`src/rtl/sram_spi_pkg.sv`:
```
package sram_spi_pkg;
  localparam logic [7:0] OP_WRSR  = 8'h01;
  localparam logic [7:0] OP_WRITE = 8'h02;
  localparam logic [7:0] OP_READ  = 8'h03;
  localparam logic [7:0] OP_WRDI  = 8'h04;
  localparam logic [7:0] OP_RDSR  = 8'h05;
  localparam logic [7:0] OP_WREN  = 8'h06;

  typedef enum logic [2:0] {
    ST_OP, ST_ADDR, ST_READ, ST_WRITE, ST_RDSR, ST_WRSR, ST_IDLE
  } state_e;

  typedef enum logic [1:0] {
    PROT_NONE, PROT_QUARTER, PROT_HALF, PROT_ALL
  } prot_e;
endpackage

```
`src/rtl/sram_spi_sync.sv`:
```
module sram_spi_sync #(
  parameter int STAGES = 2
) (
  input  logic clk_i,
  input  logic rst_ni,
  input  logic sck_i,
  input  logic cs_ni,
  input  logic si_i,
  output logic sck_rise_o,
  output logic sck_fall_o,
  output logic sel_o,
  output logic si_o
);
  logic [STAGES:0]   sck_q;
  logic [STAGES-1:0] cs_q;
  logic [STAGES-1:0] si_q;

  always_ff @(posedge clk_i or negedge rst_ni) begin
    if (!rst_ni) begin
      sck_q <= '0;
      cs_q  <= '1;
      si_q  <= '0;
    end else begin
      sck_q <= {sck_q[STAGES-1:0], sck_i};
      cs_q  <= {cs_q[STAGES-2:0], cs_ni};
      si_q  <= {si_q[STAGES-2:0], si_i};
    end
  end

  // extra sck stage gives the edge; data and select align with sck_q[STAGES-1]
  assign sck_rise_o = sck_q[STAGES-1] & ~sck_q[STAGES];
  assign sck_fall_o = ~sck_q[STAGES-1] & sck_q[STAGES];
  assign sel_o      = ~cs_q[STAGES-1];
  assign si_o       = si_q[STAGES-1];
endmodule

```
`src/rtl/sram_spi_prot.sv`:
```
module sram_spi_prot
  import sram_spi_pkg::*;
#(
  parameter int AW = 13
) (
  input  logic [AW-1:0] addr_i,
  input  prot_e         mode_i,
  output logic          locked_o
);
  always_comb begin
    unique case (mode_i)
      PROT_NONE:    locked_o = 1'b0;
      PROT_QUARTER: locked_o = &addr_i[AW-1:AW-2];
      PROT_HALF:    locked_o = addr_i[AW-1];
      default:      locked_o = 1'b1;
    endcase
  end
endmodule

```
`src/rtl/sram_spi_addr.sv`:
```
module sram_spi_addr #(
  parameter int AW     = 13,
  parameter int PAGE_W = 5
) (
  input  logic          clk_i,
  input  logic          rst_ni,
  input  logic          load_i,
  input  logic [AW-1:0] load_addr_i,
  input  logic          adv_i,
  input  logic          page_mode_i,
  output logic [AW-1:0] addr_o
);
  logic [AW-1:0] addr_q;
  logic [AW-1:0] addr_inc;

  always_comb begin
    if (page_mode_i)
      addr_inc = {addr_q[AW-1:PAGE_W], addr_q[PAGE_W-1:0] + PAGE_W'(1)};
    else
      addr_inc = addr_q + AW'(1);
  end

  always_ff @(posedge clk_i or negedge rst_ni) begin
    if (!rst_ni)     addr_q <= '0;
    else if (load_i) addr_q <= load_addr_i;
    else if (adv_i)  addr_q <= addr_inc;
  end

  assign addr_o = addr_o_sel();
  function automatic logic [AW-1:0] addr_o_sel();
    return addr_q;
  endfunction

  p_page_upper_fixed_r9: assert property (@(posedge clk_i) disable iff (!rst_ni)
    (adv_i && !load_i && page_mode_i) |=> (addr_q[AW-1:PAGE_W] == $past(addr_q[AW-1:PAGE_W])))
    else $error("page advance changed upper address bits");

  p_page_low_wrap_r9: assert property (@(posedge clk_i) disable iff (!rst_ni)
    (adv_i && !load_i && page_mode_i && (&addr_q[PAGE_W-1:0])) |=> (addr_q[PAGE_W-1:0] == '0))
    else $error("page advance did not wrap low bits");

  p_array_wrap_r8: assert property (@(posedge clk_i) disable iff (!rst_ni)
    (adv_i && !load_i && !page_mode_i && (&addr_q)) |=> (addr_q == '0))
    else $error("array advance did not wrap to zero");
endmodule

```
`src/rtl/sram_spi_slave.sv`:
```
module sram_spi_slave
  import sram_spi_pkg::*;
#(
  parameter int AW          = 13,
  parameter int PAGE_W      = 5,
  parameter int SYNC_STAGES = 2
) (
  input  logic          clk_i,
  input  logic          rst_ni,
  input  logic          sck_i,
  input  logic          cs_ni,
  input  logic          si_i,
  output logic          so_o,
  output logic          so_oe_o,
  output logic [AW-1:0] mem_addr_o,
  output logic [7:0]    mem_wdata_o,
  output logic          mem_we_o,
  input  logic [7:0]    mem_rdata_i
);
  localparam int BIT_W = 3;

  logic sck_rise, sck_fall, sel, si_s;

  sram_spi_sync #(.STAGES(SYNC_STAGES)) u_sync (
    .clk_i, .rst_ni, .sck_i, .cs_ni, .si_i,
    .sck_rise_o(sck_rise), .sck_fall_o(sck_fall), .sel_o(sel), .si_o(si_s)
  );

  state_e            state_q;
  logic [BIT_W-1:0]  bit_cnt_q;
  logic [6:0]        rx_sh_q;
  logic [7:0]        rx_byte;
  logic [7:0]        addr_hi_q;
  logic              addr_ph_q, is_rd_q;
  logic              wel_q, page_q;
  prot_e             bp_q;
  logic [7:0]        tx_q;
  logic              tx_vld_q;
  logic              we_q, adv_q;
  logic [7:0]        wdata_q;
  logic [7:0]        status;
  logic              byte_done, load_addr, locked;
  logic [AW-1:0]     addr;

  assign rx_byte   = {rx_sh_q, si_s};
  assign byte_done = sel && sck_rise && (&bit_cnt_q);
  assign load_addr = byte_done && (state_q == ST_ADDR) && addr_ph_q;
  assign status    = {2'b00, page_q, 1'b0, bp_q, wel_q, 1'b0};

  sram_spi_addr #(.AW(AW), .PAGE_W(PAGE_W)) u_addr (
    .clk_i, .rst_ni,
    .load_i(load_addr), .load_addr_i(AW'({addr_hi_q, rx_byte})),
    .adv_i(adv_q), .page_mode_i(page_q), .addr_o(addr)
  );

  sram_spi_prot #(.AW(AW)) u_prot (.addr_i(addr), .mode_i(bp_q), .locked_o(locked));

  always_ff @(posedge clk_i or negedge rst_ni) begin
    if (!rst_ni) begin
      state_q   <= ST_OP;
      bit_cnt_q <= '0;
      rx_sh_q   <= '0;
      addr_hi_q <= '0;
      addr_ph_q <= 1'b0;
      is_rd_q   <= 1'b0;
      wel_q     <= 1'b0;
      page_q    <= 1'b0;
      bp_q      <= PROT_NONE;
      tx_q      <= '0;
      tx_vld_q  <= 1'b0;
      we_q      <= 1'b0;
      adv_q     <= 1'b0;
      wdata_q   <= '0;
    end else begin
      we_q  <= 1'b0;
      adv_q <= 1'b0;
      if (!sel) begin
        state_q   <= ST_OP;
        bit_cnt_q <= '0;
        addr_ph_q <= 1'b0;
        tx_vld_q  <= 1'b0;
      end else begin
        if (sck_rise) begin
          bit_cnt_q <= bit_cnt_q + BIT_W'(1);
          rx_sh_q   <= rx_byte[6:0];
        end
        if (byte_done) begin
          unique case (state_q)
            ST_OP: begin
              is_rd_q <= (rx_byte == OP_READ);
              case (rx_byte)
                OP_READ, OP_WRITE: state_q <= ST_ADDR;
                OP_RDSR:           state_q <= ST_RDSR;
                OP_WRSR:           state_q <= ST_WRSR;
                OP_WREN: begin wel_q <= 1'b1; state_q <= ST_IDLE; end
                OP_WRDI: begin wel_q <= 1'b0; state_q <= ST_IDLE; end
                default:           state_q <= ST_IDLE;
              endcase
            end
            ST_ADDR: begin
              addr_hi_q <= rx_byte;
              addr_ph_q <= 1'b1;
              if (addr_ph_q) state_q <= is_rd_q ? ST_READ : ST_WRITE;
            end
            ST_WRITE: begin
              we_q    <= wel_q && !locked;
              wdata_q <= rx_byte;
              adv_q   <= 1'b1;
            end
            ST_READ: adv_q <= 1'b1;
            ST_WRSR: begin
              if (wel_q) begin
                page_q <= rx_byte[5];
                bp_q   <= prot_e'(rx_byte[3:2]);
              end
              state_q <= ST_IDLE;
            end
            default: ;
          endcase
        end
        // a fall with bit_cnt 0 opens an output byte
        if (sck_fall) begin
          if (bit_cnt_q == '0 && state_q == ST_READ) begin
            tx_q     <= mem_rdata_i;
            tx_vld_q <= 1'b1;
          end else if (bit_cnt_q == '0 && state_q == ST_RDSR) begin
            tx_q     <= status;
            tx_vld_q <= 1'b1;
          end else begin
            tx_q <= {tx_q[6:0], 1'b0};
          end
        end
      end
    end
  end

  assign so_o        = tx_q[7];
  assign so_oe_o     = sel && tx_vld_q;
  assign mem_addr_o  = addr;
  assign mem_wdata_o = wdata_q;
  assign mem_we_o    = we_q;

  p_so_moves_on_fall_r3: assert property (@(posedge clk_i) disable iff (!rst_ni)
    (so_oe_o && $past(so_oe_o) && (so_o != $past(so_o))) |-> $past(sck_fall))
    else $error("SO changed without a falling SCK edge");

  p_we_needs_latch_r5: assert property (@(posedge clk_i) disable iff (!rst_ni)
    mem_we_o |-> wel_q)
    else $error("write strobe while write latch clear");

  p_we_unlocked_r7: assert property (@(posedge clk_i) disable iff (!rst_ni)
    mem_we_o |-> !locked)
    else $error("write strobe into protected region");

  p_we_single_r7: assert property (@(posedge clk_i) disable iff (!rst_ni)
    mem_we_o |=> !mem_we_o)
    else $error("write strobe longer than one cycle");

  p_deselect_clears_r11: assert property (@(posedge clk_i) disable iff (!rst_ni)
    $fell(sel) |=> (bit_cnt_q == '0 && !so_oe_o && state_q == ST_OP))
    else $error("deselect did not abort command");
endmodule

```
`config.mk`:
```
export PLATFORM = sky130hd
export DESIGN_NAME = sram_spi_slave
export DESIGN_NICKNAME = d
export VERILOG_FILES = /design/src/rtl/sram_spi_pkg.sv /design/src/rtl/sram_spi_sync.sv /design/src/rtl/sram_spi_prot.sv /design/src/rtl/sram_spi_addr.sv /design/src/rtl/sram_spi_slave.sv
export SDC_FILE = /design/constraint.sdc
export NUM_CORES = 1
export LEC_CHECK = 0
export BUFFER_PORTS_ARGS = -buffer_cell sky130_fd_sc_hd__buf_2
export CAP_MARGIN = 30
export CORE_MARGIN = 2
export CORE_UTILIZATION = 40
export DETAILED_ROUTE_END_ITERATION = 10
export PLACE_DENSITY = 0.55
export SLEW_MARGIN = 20
export SYNTH_ARGS = -nofsm -noshare
export SYNTH_HDL_FRONTEND = slang
export SYNTH_SLANG_ARGS = --single-unit
```
`constraint.sdc`:
```
create_clock -name clk_i -period 4.19 [get_ports clk_i]
set_input_delay 1.0475 -clock clk_i [delete_from_list [all_inputs] [get_ports clk_i]]
set_output_delay 1.0475 -clock clk_i [all_outputs]
set_load 0.01 [all_outputs]
```
After elaboration in Yosys (flattened, before gate mapping). Index checks and enable logic that the tools add are counted.

Register bits: 63. Input port bits: 13. Output and inout port bits: 24. Logic and storage cells: 105.

Add/subtract/negate cells: 3. Equal/unequal tests: 15. Multiplexer cells: 28. Bitwise logic cells: 5. Reduce and logical (&&, ||, !) cells: 35.

Operators by type and width (count): two-way mux 13 bit (3); == test 8 x 3 -> 1 bit, second input constant (3); one-hot mux 3 bit (3 select lines) (2); == test 8 x 2 -> 1 bit, second input constant (2); two-way mux 8 bit (2); two-way mux 3 bit (5); AND reduction 3 bit (5); two-way mux 1 bit (14); adder 13 x 1 -> 13 bit, second input constant (1); AND reduction 2 bit (6); nonzero test 2 bit (6); == test 8 x 1 -> 1 bit, second input constant (1); logical AND 1 bit (8); AND reduction 4 bit (2); == test 3 x 2 -> 1 bit, second input constant (2); == test 3 bit, second input constant (2); logical NOT 3 bit (2); adder 5 x 1 -> 5 bit, second input constant (1); nonzero test 4 bit (1); OR reduction 2 bit (2); adder 3 x 1 -> 3 bit, second input constant (1); == test 3 x 1 -> 1 bit, second input constant (1); inequality test 3 x 2 -> 1 bit, second input constant (1); NOT 1 bit (3); 9 further kinds (10).

Longest topological paths before layout.
Word-level depth: 8. Mapped depth: 7. Mapped depth without buffers: 6.

By module. A second synthesis with hierarchy kept.

Cells, all modules: 256. Area, all modules: 2970.3 µm².

By module, submodules not included: sram_spi_slave (times used 1, cells an instance 167, area an instance 1984.4 µm², seq. area each 1076.0 µm²); sram_spi_addr (times used 1, cells an instance 76, area an instance 775.7 µm², seq. area each 325.3 µm²); sram_spi_sync (times used 1, cells an instance 10, area an instance 196.4 µm², seq. area each 177.7 µm²); sram_spi_prot (times used 1, cells an instance 3, area an instance 13.8 µm², seq. area each 0.0 µm²).

Worst setup path after synthesis. Ideal clock, no wire load.

Path type: reg2out. From: register u_sync.cs_q[1]. To: output port so_oe_o. Arrival: 0.794 ns. Data required time: 3.143 ns. Setup slack: 2.348 ns. Stages on the path, launching flop included: 3. Path buffers: 1. Path through: dfstp_2 buf_2 nor2b_1.

Word-level cells in the longest chain between the ends: 2.

RTL lines: start, declared (line sram_spi_sync.sv:15) `logic [STAGES-1:0] cs_q;`; start signal, assigned (line sram_spi_sync.sv:25) `cs_q <= {cs_q[STAGES-2:0], cs_ni};`; NOT 1 bit (no line); logical AND 1 bit (line sram_spi_slave.sv:138) `assign so_oe_o = sel && tx_vld_q;`; end, declared (line sram_spi_slave.sv:14) `output logic so_oe_o,`.

Every way passes these cells.

Final worst setup path. Same ends and word-level chain as after synthesis.

==> summary.md <==
| Metric | Value |
|---|---|
| Final Max Tran Viols | 0 |
| Post-CTS Setup Inserts | 0 |
| Vias | between 2000 and 2500 |
| Worst Hold Class | reg2reg |
| Layout cells sized above 1 | 0.2937 |
| Largest net degree at the start of global routing | 27 |
| Core Rows | 31 |
| # setup viols final | 0 |
| DRT iter0 DRCs | 55 |
| Kind of end point of the critical path | output pin |
| Commonest non-fill, non-tap cell in the layout | dfrtp_1 |
| Final min period | 2.273 ns |
| Crit path DAT | 1.23 ns |
| DPL Wire Length | about 4 mm |
| Ys Warns | 0 |
| Asr flop ratio synth | 1.000 |
| Tot Pwr | between 1 and 1.5 mW |
| Total negative slack | 0 ns |
| Worst ir drop on vdd | 0.2042 mV |
| Relative slew slack | 0.5967 |
| Most frequent cells in the layout | 61 x dfrtp_1, 36 x buf_2, 27 x nor2_1, 23 x mux2_2, 22 x a21oi_1 |
| Hold Slack | 0.3491 ns |
| Drt wl/cell | 14.61 microns |
| Core area | between 7000 and 8000 sq um |
| Placer Congestion | ~0.74 |
| CTS root buf | clkbuf_8 |
| CP Class | reg2out |
| Fmax achieved | 439.9 MHz |
| Post-layout util | 0.4714 |
| Cts bufs inserted | 9 |
| Reg2reg setup slack | between 2 and 2.5 ns |
| Final worst-path cycle share | 0.5425 |
| Clock Tree Buf Depth | 2 |
| Htree depth | 3 |
| Vias/cell | 4.998 |
| Die Wd | approximately 90 microns |
| Clock sink total | 63 |
| Avg Cell Area, Syn | approximately 11 sq um |
| Worst-Skew Late Latency | 0.33 ns |
| Startpoint types | flop |
| Global-route wire length before repair | just under 10 mm |
| Hold Vio Cnt, Final | 0 |
| Antenna viol nets, final | 0 |
| Setup Skew | 0.007094 ns |
| Residual DRC | 0 |
| Post-synth EDFFs | 0 |
| Post-CTS sizing | 0 |
| Vias in the first global route | 1994 |
| Ports | 37 |
| WL final | 5.874 mm |
| Worst-path maximum fanout | 11 |
| Placed cell area | 3182 sq um |
| Cts hold-fix bufs | 0 |
| RSZ-0062 raised after global routing | false |
| Most used DFF post-synth | dfrtp_1 |
| Clk pin slew, worst setup/hold paths | 0.06 ns |
| Sequential area share after synthesis | 0.5421 |
| Initial Utilization | 0.4081 |
| TritonCTS clock tree | done |
| Post-synth cell types | 41 |
| Syn nets | ~280 |
| Die footprint | 7981 sq um |
| Maxcap violations | 0 |
| Global-route usage over all layers | 0.1623 |
| Worst path max stage delay | 0.67 ns |
| CP max-delay cell | dfstp_2 |
| Synth Register Bits | 63 |
| Fin area | 3364 sq um |
| Leakage power | 1.698 nW |
| Initial antenna violation count | 0 |
| Slew at the pin with the worst max-slew slack | 0.6034 ns |
| Worst Path Required | 3.14 ns |
| IO Port Bufs | 36 |
| Post-Syn Instances | 261 |
| PwrDens | 396.6 nW/um^2 |
| Status | finished clean |
| Critical path, cell by cell | nor2b_1 > buf_2 |
| Antenna Cells | 0 |
| Final nets | 317 |
| Mapped cell area | 2913 sq um |
| Iteration count of the initial detailed-routing pass | 4 |
| Grt total ovfl | 0 |
| DIE HEIGHT | 89.34 microns |
| Growth of design area from synthesis to finish | 15.51% |
## per-stage QoR
stage	std cells	worst slack, ns
after detailed placement	388	2.252
after CTS	402	1.896
after floorplan	261	2.349
after global routing	402	1.848
final	402	1.917
after global placement	388	2.248
## logic make-up after synthesis
logic type      count (synthesis)  synth area share
compound gates                 38           0.07045
simple gates                   96            0.1963
buf+inv                        19           0.02878
mux                            28            0.1061
flops                          63            0.5421
fa+ha+maj                       4           0.01718
xor+xnor                       13           0.03909
## routing by layer
| layer | part of all wire | GRT usage | vias to the layer above |
|---|---|---|---|
| met4 | 0.0073 | 0.06513 | 0 |
| met1 | 0.51 | 0.2385 | 984 |
| met2 | 0.45 | 0.2276 | 31 |
| li1 | - | - | 992 |
| met5 | 0 | 0 | - |
| met3 | 0.032 | 0.04247 | 2 |
## layout make-up
type	count	area, sq um
Fill cell	705	3772
Sequential cell	63	1579
Multi-Input combinational cell	179	1250
Timing Repair Buffer	38	195.2
Clock buffer	14	182.7
Tap cell	99	123.9
Inverter	9	33.78
## critical path: cells and delay by family (launching register included)
kind	cells	cell delay (ns)
flip-flops	1	0.67
buffers and inverters	1	0.14
AND/OR/NAND/NOR	1	0.09
## report_power, final
part           leakage (nW)  switching [mW]  internal, mW
registers             0.838          0.0780         0.654
clock network        0.0946           0.211         0.273
logic                 0.766          0.0569        0.0614
## synthesized netlist by cell type, types with 4 or more instances
library cell  instances  share of area
inv_1                 9          0.012
dfrtp_1              61           0.52
mux2i_1               5          0.017
nand3_1              13          0.022
o21ai_0               8          0.014
xnor2_1              10          0.030
nand4_1               6          0.013
a21oi_1              22          0.038
mux2_2               23          0.089
nor2_1               27          0.035
nor3_1                5         0.0086
nand2_1              14          0.018
and3_1                7          0.015
ha_1                  4          0.017
a211oi_1              4          0.010
buf_2                 7          0.012
## worst paths after layout
path | depth (start not counted) | to | start
min reg2reg | 0 | u_sync.si_q[1] | u_sync.si_q[0]
max reg2reg | 6 | u_addr.addr_o[4] | bit_cnt_q[1]
max in group asynchronous | 2 | u_sync.sck_q[2] | rst_ni
min in group asynchronous | 1 | mem_wdata_o[3] | rst_ni
min | 0 | u_sync.si_q[1] | u_sync.si_q[0]
max | 2 | so_oe_o | u_sync.cs_q[1]
## flip-flops by register name, summed over array words and instances, names as in the netlist, 2 cells and up
signal,cells
u_addr.addr_o,13
rx_sh_q,7
state_q,3
addr_hi_q,5
bp_q,2
mem_wdata_o,8
u_sync.cs_q,2
bit_cnt_q,3
u_sync.sck_q,3
tx_q,8
u_sync.si_q,2
Note: power is estimated with default switching activity, not from simulation.
